==> config.mk <==
export PLATFORM = sky130hd
export DESIGN_NAME = rx_word_filter
export DESIGN_NICKNAME = d
export VERILOG_FILES = /design/src/rtl/rx_filter_pkg.sv /design/src/rtl/rx_filter_ctrl.sv /design/src/rtl/rx_filter_dp.sv /design/src/rtl/rx_word_filter.sv
export SDC_FILE = /design/constraint.sdc
export NUM_CORES = 1
export LEC_CHECK = 0
export ABC_AREA = 0
export ABC_CLOCK_PERIOD_IN_PS = 3220
export BUFFER_PORTS_ARGS = -buffer_cell sky130_fd_sc_hd__buf_2
export CAP_MARGIN = 20
export CORE_UTILIZATION = 54
export DETAILED_ROUTE_END_ITERATION = 10
export GPL_TIMING_DRIVEN = 1
export PLACE_DENSITY = 0.74
export SYNTH_ARGS = -nofsm -noshare
export SYNTH_HDL_FRONTEND = slang
export SYNTH_SLANG_ARGS = --single-unit
==> constraint.sdc <==
create_clock -name clk -period 3.22 [get_ports clk]
set_input_delay 0.644 -clock clk [delete_from_list [all_inputs] [get_ports clk]]
set_output_delay 0.644 -clock clk [all_outputs]
set_load 0.01 [all_outputs]
==> src/rtl/rx_filter_pkg.sv <==
package rx_filter_pkg;
  localparam int WORD_W   = 32;
  localparam int LABEL_W  = 8;
  localparam int NUM_MBX  = 3;
  localparam int TBL_SIZE = 1 << LABEL_W;
  localparam int CTRL_W   = 7;

  localparam int C_FLIP   = 0;
  localparam int C_SD_EN  = 1;
  localparam int C_SD9    = 2;
  localparam int C_SD10   = 3;
  localparam int C_PAR_EN = 4;
  localparam int C_TBL_EN = 5;
  localparam int C_PRI_EN = 6;

  localparam int SD9_POS  = 8;
  localparam int SD10_POS = 9;

  typedef struct packed {
    logic               accept;
    logic [NUM_MBX-1:0] mbxLoad;
  } filtStrobe_t;
endpackage

==> src/rtl/rx_filter_ctrl.sv <==
module rx_filter_ctrl
  import rx_filter_pkg::*;
(
  input  logic [CTRL_W-1:0]          ctrlIn,
  input  logic                       wordValid,
  input  logic [WORD_W-1:0]          wordIn,
  input  logic [NUM_MBX*LABEL_W-1:0] prioLabels,
  input  logic                       tableBit,
  output logic [LABEL_W-1:0]         labelIdx,
  output logic [WORD_W-1:0]          fixedWord,
  output filtStrobe_t                strobe
);
  logic [LABEL_W-1:0] revLabel;
  logic parityOk, sdOk, frontPass;

  always_comb begin
    for (int b = 0; b < LABEL_W; b++) revLabel[b] = wordIn[LABEL_W-1-b];
  end

  assign labelIdx  = ctrlIn[C_FLIP] ? revLabel : wordIn[LABEL_W-1:0];
  assign fixedWord = {wordIn[WORD_W-1:LABEL_W], labelIdx};

  // odd parity over the whole word; reversal does not change it
  assign parityOk  = !ctrlIn[C_PAR_EN] || (^wordIn);
  assign sdOk      = !ctrlIn[C_SD_EN] ||
                     ((wordIn[SD9_POS] == ctrlIn[C_SD9]) && (wordIn[SD10_POS] == ctrlIn[C_SD10]));
  assign frontPass = wordValid && parityOk && sdOk;

  assign strobe.accept = frontPass && (!ctrlIn[C_TBL_EN] || tableBit);

  generate
    for (genvar i = 0; i < NUM_MBX; i++) begin : g_match
      assign strobe.mbxLoad[i] = frontPass && ctrlIn[C_PRI_EN] &&
                                 (labelIdx == prioLabels[i*LABEL_W +: LABEL_W]);
    end
  endgenerate
endmodule

==> src/rtl/rx_filter_dp.sv <==
module rx_filter_dp
  import rx_filter_pkg::*;
(
  input  logic                      clk,
  input  logic                      rstN,
  input  filtStrobe_t               strobe,
  input  logic [LABEL_W-1:0]        labelIdx,
  input  logic [WORD_W-1:0]         fixedWord,
  input  logic                      tblWrEn,
  input  logic [LABEL_W-1:0]        tblAddr,
  input  logic                      tblWrData,
  input  logic [NUM_MBX-1:0]        mbxRead,
  output logic                      tableBit,
  output logic                      tblRdData,
  output logic                      acceptValid,
  output logic [WORD_W-1:0]         acceptWord,
  output logic [NUM_MBX*WORD_W-1:0] mbxData,
  output logic [NUM_MBX-1:0]        mbxFull
);
  logic [TBL_SIZE-1:0] labelTable;

  assign tableBit = labelTable[labelIdx];

  always_ff @(posedge clk or negedge rstN) begin
    if (!rstN) begin
      labelTable <= '0;
      tblRdData  <= 1'b0;
    end else begin
      if (tblWrEn) labelTable[tblAddr] <= tblWrData;
      tblRdData <= labelTable[tblAddr];
    end
  end

  always_ff @(posedge clk or negedge rstN) begin
    if (!rstN) begin
      acceptValid <= 1'b0;
      acceptWord  <= '0;
    end else begin
      acceptValid <= strobe.accept;
      if (strobe.accept) acceptWord <= fixedWord;
    end
  end

  generate
    for (genvar i = 0; i < NUM_MBX; i++) begin : g_mbx
      always_ff @(posedge clk or negedge rstN) begin
        if (!rstN) begin
          mbxData[i*WORD_W +: WORD_W] <= '0;
          mbxFull[i]                  <= 1'b0;
        end else if (strobe.mbxLoad[i]) begin
          mbxData[i*WORD_W +: WORD_W] <= fixedWord;
          mbxFull[i]                  <= 1'b1;
        end else if (mbxRead[i]) begin
          mbxFull[i]                  <= 1'b0;
        end
      end
    end
  endgenerate
endmodule

==> src/rtl/rx_word_filter.sv <==
module rx_word_filter
  import rx_filter_pkg::*;
(
  input  logic                          clk,
  input  logic                          rstN,
  input  logic [CTRL_W-1:0]             ctrlIn,
  input  logic                          wordValid,
  input  logic [WORD_W-1:0]             wordIn,
  input  logic                          tblWrEn,
  input  logic [LABEL_W-1:0]            tblAddr,
  input  logic                          tblWrData,
  output logic                          tblRdData,
  input  logic [NUM_MBX*LABEL_W-1:0]    prioLabels,
  output logic                          acceptValid,
  output logic [WORD_W-1:0]             acceptWord,
  input  logic [NUM_MBX-1:0]            mbxRead,
  output logic [NUM_MBX*WORD_W-1:0]     mbxData,
  output logic [NUM_MBX-1:0]            mbxFull
);
  filtStrobe_t        strobe;
  logic [LABEL_W-1:0] labelIdx;
  logic [WORD_W-1:0]  fixedWord;
  logic               tableBit;

  rx_filter_ctrl u_ctrl (
    .ctrlIn(ctrlIn), .wordValid(wordValid), .wordIn(wordIn),
    .prioLabels(prioLabels), .tableBit(tableBit),
    .labelIdx(labelIdx), .fixedWord(fixedWord), .strobe(strobe)
  );

  rx_filter_dp u_dp (
    .clk(clk), .rstN(rstN), .strobe(strobe), .labelIdx(labelIdx),
    .fixedWord(fixedWord), .tblWrEn(tblWrEn), .tblAddr(tblAddr),
    .tblWrData(tblWrData), .mbxRead(mbxRead), .tableBit(tableBit),
    .tblRdData(tblRdData), .acceptValid(acceptValid), .acceptWord(acceptWord),
    .mbxData(mbxData), .mbxFull(mbxFull)
  );
endmodule

==> reports/qor.csv, run 1 <==
stage,metric,value,unit
logic_synthesis,Syn. warnings,0,
timing,Setup Viol. Count Final,15,
flow_run,max-cap check violation count,0,
worst_setup_path,sum of buffers and inverters on the critical path,6,
placed_design,cell count after placement,2499,
worst_hold_path,path category of the worst min-delay check,in2async,
timing,post-route fraction of the period consumed by the critical path,101,%
route,1st-iter DRT viols,1829,
route,Initial DRT Pass Iterations,5,
floorplanning,Die Width,199,um
worst_setup_path,critical path type,in2reg,
timing,Max transition margin,41.9,%
pwr,Comb pwr share,19.0,%
cells_and_area,proportion of layout cells with a drive suffix above 1,48.4,%
worst_setup_path,CP Launch Type,primary input,
placed_design,number of buffers inserted by port buffering,211,
pwr,cell internal power dissipation,9950,uW
cts,maximum buffer depth of the clock tree,3,
worst_setup_path,CP peak stage delay,0.39,ns
worst_setup_path,kind of cell adding the most delay to the critical path,buffers and inverters,
logic_synthesis,Post-Synthesis Cells,1710,
cts,clk root buf,clkbuf_16,
logic_synthesis,"flops & latches, synth",389,
floorplanning,chip height,199,um
worst_setup_path,stages on the worst setup path,15,
floorplanning,core footprint,0.0379,sq mm
timing,Tightest Pin Transition,0.865,ns
timing,largest clock skew in the final design,0.0273,ns
timing,final critical delay including setup and external delays,3.25,ns
cts,number of H-tree branching levels,2,
cts,register clock-pin slew on the reported worst setup and hold paths,0.06,ns
worst_setup_path,crit path capture type,flop,
timing,Hold WS,0.0554,ns
timing,number of pins with negative max-slew slack in the final report,0,
status,run status,"finished, violations left",
global_routing,antenna violations before repair,1,
route,number of DRC violations after detailed routing,0,
pwr,maximum resistive drop on vdd,438,uV
cts,TritonCTS buffer count,42,
floorplanning,effective utilization at floorplan,55.3,%
logic_synthesis,netlist area before placement,0.0210,sq mm
global_routing,combined global-route utilization of all metal layers,34.9,%
logic_synthesis,post-synthesis async set-or-reset flop share,100,%
status,violated checks,setup timing,
timing,hold violation total from the final report,0,
worst_setup_path,required time of the critical path,3.67,ns
floorplanning,row count,71,
cts,TritonCTS clock tree,built,
placed_design,routability cong.,0.956,
global_routing,largest net degree at the start of global routing,103,
pwr,leakage power total,0.0122,uW
worst_setup_path,arrival time of data at the critical path endpoint,3.69,ns
timing,timing-limited maximum frequency,308,MHz
logic_synthesis,number of distinct standard cells referenced by the synthesized netlist,56,
logic_synthesis,syn_nets,1789,
timing,setup TNS after final layout,-0.155,ns
cts,hold_buf cts,0,
timing,slack of the critical path,-0.0258,ns
global_routing,global-route congestion overflow total,0,
global_routing,first-pass GRT wire length,102,mm
pwr,clock power share,39.9,%
logic_synthesis,commonest register cell after synthesis,dfrtp_1,
floorplanning,total I/O pin count,212,
worst_setup_path,cell with the largest stage delay on the worst path,mux2_4,
worst_setup_path,cell chain of the critical path,buf_4 -> mux2_4 -> buf_4 -> buf_12 -> mux2_2 -> o22ai_1 -> or3_1 -> nand4_1 -> o21ai_0 -> nor3_2 -> buf_4 -> o21ai_4 -> buf_12 -> clkbuf_16 -> mux2_4,
logic_synthesis,"EDFF count, synth",0,
cts,total clock sinks,389,
cells_and_area,final layout net count,2123,
worst_setup_path,critical path peak fanout,27,
placed_design,Setup WS pre-CTS,-0.822,ns
global_routing,number of global-route vias before repair,16700,
route,total via count in the routed design,16500,
cells_and_area,fin util,68.0,%
route,per-cell routed wire length,26.4,um
route,Vias/cell,6.38,
cts,worst-skew pair later-pin latency,0.59,ns
pwr,switching share of power,27.2,%
floorplanning,area enclosed by the die boundary,0.0396,sq mm
cells_and_area,Non-Filler Instances,2591,
worst_setup_path,"most used cell, CP",buf_4,
pwr,P_sw,3710,uW
logic_synthesis,sequential fraction of the synthesis area,46.4,%
route,antenna-violating nets left,0,
route,post-detailed-routing wire length,68.5,mm
cells_and_area,synthesis-to-layout area growth,23.0,%
pwr,power density of the placed cells,530,mW/mm^2
logic_synthesis,Mean Syn Cell Area,12.3,sq um
placed_design,DP HPWL,47.2,mm
worst_setup_path,reg2reg path depth,12,
pwr,sequential share of power,41.1,%
==> what timing repair did <==
item | in CTS | in global routing
endpoints found under the setup margin | 31 | 31
pin swaps | 0 | 7
gates resized for setup | 2 | 21
setup buffers | 0 | 8
gates cloned | 0 | 3
==> registers in the layout, summed over array words and instances (netlist names) <==
name / count
u_dp.labelTable: 256
u_dp.mbxFull: 3
u_dp.acceptValid: 1
u_dp.mbxData: 96
u_dp.acceptWord: 32
u_dp.tblRdData: 1
==> per-layer routing <==
metal,routed length [um],part of all wire (%),up-vias,global-route usage [%]
li1,-,-,6817,-
met1,25800,38,8385,45.3
met2,31700,46,1076,54.3
met3,7360,11,242,8.66
met4,3680,5.4,0,18.0
met5,0,0,-,0
==> cells in the final DEF (no fill, tap or decap), types with 9 or more instances in the layout <==
| cell type | n |
|---|---|
| nor2_1 | 182 |
| nand2_1 | 209 |
| buf_12 | 32 |
| o22ai_1 | 21 |
| mux2_2 | 363 |
| nor4_1 | 18 |
| mux2_4 | 25 |
| nor3_1 | 9 |
| clkbuf_16 | 45 |
| xnor2_1 | 51 |
| mux4_2 | 97 |
| dfrtp_1 | 389 |
| mux2i_1 | 50 |
| bufinv_16 | 9 |
| buf_4 | 173 |
| buf_2 | 206 |
| o21ai_0 | 10 |
| a21oi_1 | 41 |
==> synthesized netlist by cell type, types with 3 or more instances <==
cell       count  area share, %
mux2i_1       52            2.5
xnor2_1       51            2.1
mux4_1         8            1.0
mux2_2       364             20
nor2b_1        8           0.24
clkbuf_1      67            1.2
a21o_1         5           0.18
mux2_1         8           0.43
a31oi_1        3          0.090
o22ai_1       21           0.63
nor4_1        26           0.78
xor2_1         6           0.25
nor2_1       182            3.3
a21oi_1       42            1.0
nand4_1        4           0.12
buf_6         10           0.54
buf_1          3          0.054
mux2_4        20            1.4
nand2b_1       5           0.15
nand3_1        8           0.19
dfrtp_1      389             46
a32oi_1        3           0.13
mux4_2        97             10
o21ai_0       11           0.26
and3_1         5           0.15
buf_2         45            1.1
nor3_1        11           0.26
and2_1         5           0.15
nand2_1      211            3.8
inv_1          6           0.11
o2111ai_1      3           0.13
==> power groups by stage <==
stage	clock [uW]	combinational [uW]	sequential (uW)
CTS	5500	2470	5590
finish	5450	2600	5610
global placement	0	2400	5650
detailed placement	0	2450	5680
floorplan	0	1260	5710
global route	5690	2730	5650
==> cells by family (layout without fill, tap and decap cells) <==
group | Yosys count | count (layout) | synth area share (%)
muxes | 551 | 551 | 35.5
and+or+nand+nor | 475 | 475 | 9.45
DFF | 389 | 389 | 46.4
buffers and inverters | 134 | 502 | 3.07
AOI/OAI and AO/OA | 104 | 104 | 3.20
xor gates and xnor gates | 57 | 57 | 2.38
other | 0 | 2 | 0
==> per-stage QoR <==
stage / power, uW / instance area, sq um
after global routing: 14100 / 25800
after floorplan: 6970 / 21000
after detailed placement: 8130 / 24000
final: 13700 / 25800
after CTS: 13600 / 25500
after global placement: 8050 / 24000
==> layout make-up <==
type                    count  area [sq um]
clock inverters            21           360
diodes                      2          5.00
inverters                   6          22.5
repair buffers            418          3080
clock buffers              57          1200
well taps                 511           639
multi-input cells        1187         10700
flip-flops and latches    389          9730
fillers                  2685         12100
==> final timing paths <==
path	end	start	slack, ns
setup reg to reg	u_dp.acceptWord[1]$_DFFE_PN0P_	u_dp.labelTable[95]$_DFFE_PN0P_	0.37
hold reg to reg	u_dp.acceptWord[29]$_DFFE_PN0P_	u_dp.acceptWord[29]$_DFFE_PN0P_	0.49
setup / recovery	u_dp.acceptWord[22]$_DFFE_PN0P_	ctrlIn[0]	-0.03
hold / removal	u_dp.mbxData[68]$_DFFE_PN0P_	rstN	0.06
max in group asynchronous	u_dp.mbxData[82]$_DFFE_PN0P_	rstN	2.24
min in group clk	u_dp.mbxFull[2]$_DFFE_PN0P_	mbxRead[2]	0.35
Note: power is estimated with default switching activity, not from simulation.
==> run 2: changes to the inputs <==
--- a/config.mk
+++ b/config.mk
@@ -13,6 +13,7 @@
 export DETAILED_ROUTE_END_ITERATION = 10
 export GPL_TIMING_DRIVEN = 1
 export PLACE_DENSITY = 0.74
+export REMOVE_ABC_BUFFERS = 1
 export SYNTH_ARGS = -nofsm -noshare
 export SYNTH_HDL_FRONTEND = slang
 export SYNTH_SLANG_ARGS = --single-unit
==> run 2 against run 1 <==
The flow now finishes without violations; cell area fell by 0.74%; routed wire length decreased by 2.3%; clock power fell by 10%; sequential cell count unchanged; register-to-register slack better by 0.09 ns; cell count shrank 0.27%.
==> reports/qor.csv, run 2 (same netlist as run 1, synthesis figures left out) <==
stage,metric,value,unit
status,run status,finished clean,
route,antenna-violating nets left,0,
cells_and_area,largest register by flop count,u_dp.labelTable,
floorplanning,effective utilization at floorplan,55.3,%
cts,maximum buffer depth of the clock tree,3,
route,Vias/cell,6.34,
floorplanning,area enclosed by the die boundary,0.0396,sq mm
timing,Tightest Pin Transition,0.863,ns
worst_setup_path,critical path peak fanout,10,
route,1st-iter DRT viols,1701,
timing,Hold WS,0.0459,ns
worst_hold_path,path category of the worst min-delay check,in2async,
timing,hold violation total from the final report,0,
floorplanning,total I/O pin count,212,
route,post-detailed-routing wire length,66.9,mm
floorplanning,row count,71,
timing,Setup Viol. Count Final,0,
floorplanning,chip height,199,um
timing,final critical delay including setup and external delays,3.15,ns
cts,total clock sinks,389,
worst_setup_path,crit path capture type,flop,
timing,timing-limited maximum frequency,317,MHz
placed_design,routability cong.,1.00,
cells_and_area,synthesis-to-layout area growth,22.0,%
cells_and_area,most common library cell in the layout ignoring fill and taps,dfrtp_1,
worst_setup_path,CP Launch Type,primary input,
timing,post-route fraction of the period consumed by the critical path,97.9,%
cells_and_area,fin util,67.5,%
worst_setup_path,arrival time of data at the critical path endpoint,3.61,ns
global_routing,global-route congestion overflow total,0,
cts,TritonCTS buffer count,42,
cts,TritonCTS clock tree,built,
cts,clk root buf,clkbuf_16,
global_routing,number of global-route vias before repair,16400,
route,Initial DRT Pass Iterations,9,
placed_design,number of buffers inserted by port buffering,211,
pwr,power density of the placed cells,509,mW/mm^2
timing,number of pins with negative max-slew slack in the final report,0,
floorplanning,core footprint,0.0379,sq mm
cts,register clock-pin slew on the reported worst setup and hold paths,0.06,ns
cts,hold_buf cts,0,
pwr,post-route total power,13000,uW
timing,setup TNS after final layout,0,ns
worst_setup_path,required time of the critical path,3.68,ns
route,number of DRC violations after detailed routing,0,
cells_and_area,proportion of layout cells with a drive suffix above 1,48.0,%
cells_and_area,flip-flop count of the largest register after layout,256,
pwr,maximum resistive drop on vdd,292,uV
placed_design,DP HPWL,46.4,mm
route,per-cell routed wire length,25.9,um
worst_setup_path,critical path type,in2reg,
cells_and_area,final layout net count,2116,
cts,number of H-tree branching levels,2,
route,total via count in the routed design,16400,
global_routing,first-pass GRT wire length,99.8,mm
cells_and_area,"commonest cells after routing, fill and taps aside","389 x dfrtp_1, 364 x mux2_2, 210 x nand2_1",
pwr,leakage power total,0.0120,uW
floorplanning,Die Width,199,um
cells_and_area,largest registers,"u_dp.labelTable (256), u_dp.mbxData (96), u_dp.acceptWord (32)",
flow_run,max-cap check violation count,0,
cells_and_area,final-layout fill cell count,2717,
global_routing,antenna violations before repair,4,
cts,worst-skew pair later-pin latency,0.58,ns
timing,largest clock skew in the final design,0.0130,ns
timing,Max transition margin,42.2,%
global_routing,combined global-route utilization of all metal layers,34.0,%
global_routing,largest net degree at the start of global routing,79,
[run 2: cell types whose count changed in the layout (fill, tap and decap cells not counted), moves of 2 or more]
cell	delta
buf_4	-11
bufinv_16	-6
clkbuf_16	-2
clkinv_2	+2
clkinvlp_4	-2
diode_2	+3
inv_6	+3
mux2_1	+4
mux2_4	-4
mux2i_1	-2
mux4_1	-2
mux4_2	+2
nor4_1	+4
nor4_2	-5
[run 2: timing repair]
action	CTS	global route
resized for setup	12	24
hold endpoints to repair	0	0
pin swaps	5	7
gates cloned	1	2
buffers inserted	7	11
endpoints found under the setup margin	31	31
[run 2: path summary, 6_finish.rpt]
path	startpoint	to	slack (ns)	depth (start not counted)
worst max register to register	u_dp.labelTable[81]$_DFFE_PN0P_	u_dp.acceptWord[15]$_DFFE_PN0P_	0.46	9
max in group asynchronous	rstN	u_dp.mbxData[77]$_DFFE_PN0P_	2.24	2
worst min register to register	u_dp.mbxFull[0]$_DFFE_PN0P_	u_dp.mbxFull[0]$_DFFE_PN0P_	0.48	1
worst min-delay path	rstN	u_dp.mbxData[44]$_DFFE_PN0P_	0.05	1
worst max-delay path	ctrlIn[0]	u_dp.acceptWord[15]$_DFFE_PN0P_	0.07	16
min in group clk	mbxRead[0]	u_dp.mbxFull[0]$_DFFE_PN0P_	0.34	3
[run 2: final cells by class]
cell class                 count  area, sq um  area share (%)
inverter                       6         22.5          0.0880
multi-input combinational   1188        10800            42.0
tap                          511          639            2.50
timing repair buffer         410         3050            11.9
clock inverter                17          185           0.724
antenna                        5         12.5          0.0489
clock buffer                  58         1190            4.65
sequential                   389         9730            38.0
[run 2: critical path, cell delays in order]
cell and delay [ns]:
buf_12 0.12, buf_8 0.12, and3b_1 0.20, a31oi_4 0.24
buf_4 0.17, buf_4 0.10, buf_4 0.10, o22ai_1 0.09
nor4_2 0.28, a31oi_2 0.12, a2111oi_4 0.47, nor3_4 0.09
o21ai_4 0.25, buf_12 0.15, buf_16 0.14, mux2_4 0.30
[run 2: where the power goes]
part / internal, uW / switching (uW)
clock: 2840 / 2040
sequential: 5300 / 317
combinational: 1260 / 1260
total: 9400 / 3620
[run 2: stage by stage]
stage	cell area (sq um)	worst slack [ns]	std cells
floorplan	20300	-1.90	1582
global placement	23800	-0.801	2483
detailed placement	23800	-0.827	2483
CTS	25400	0.00163	2566
global route	25600	-0.0275	2583
finish	25600	0.0670	2584
[run 2: routing by layer]
metal | global-route usage (%) | part of all wire (%) | up-vias
met2 | 53.1 | 46 | 1081
li1 | - | - | 6796
met4 | 18.8 | 5.8 | 0
met5 | 0 | 0 | -
met1 | 43.2 | 37 | 8248
met3 | 8.64 | 11 | 251
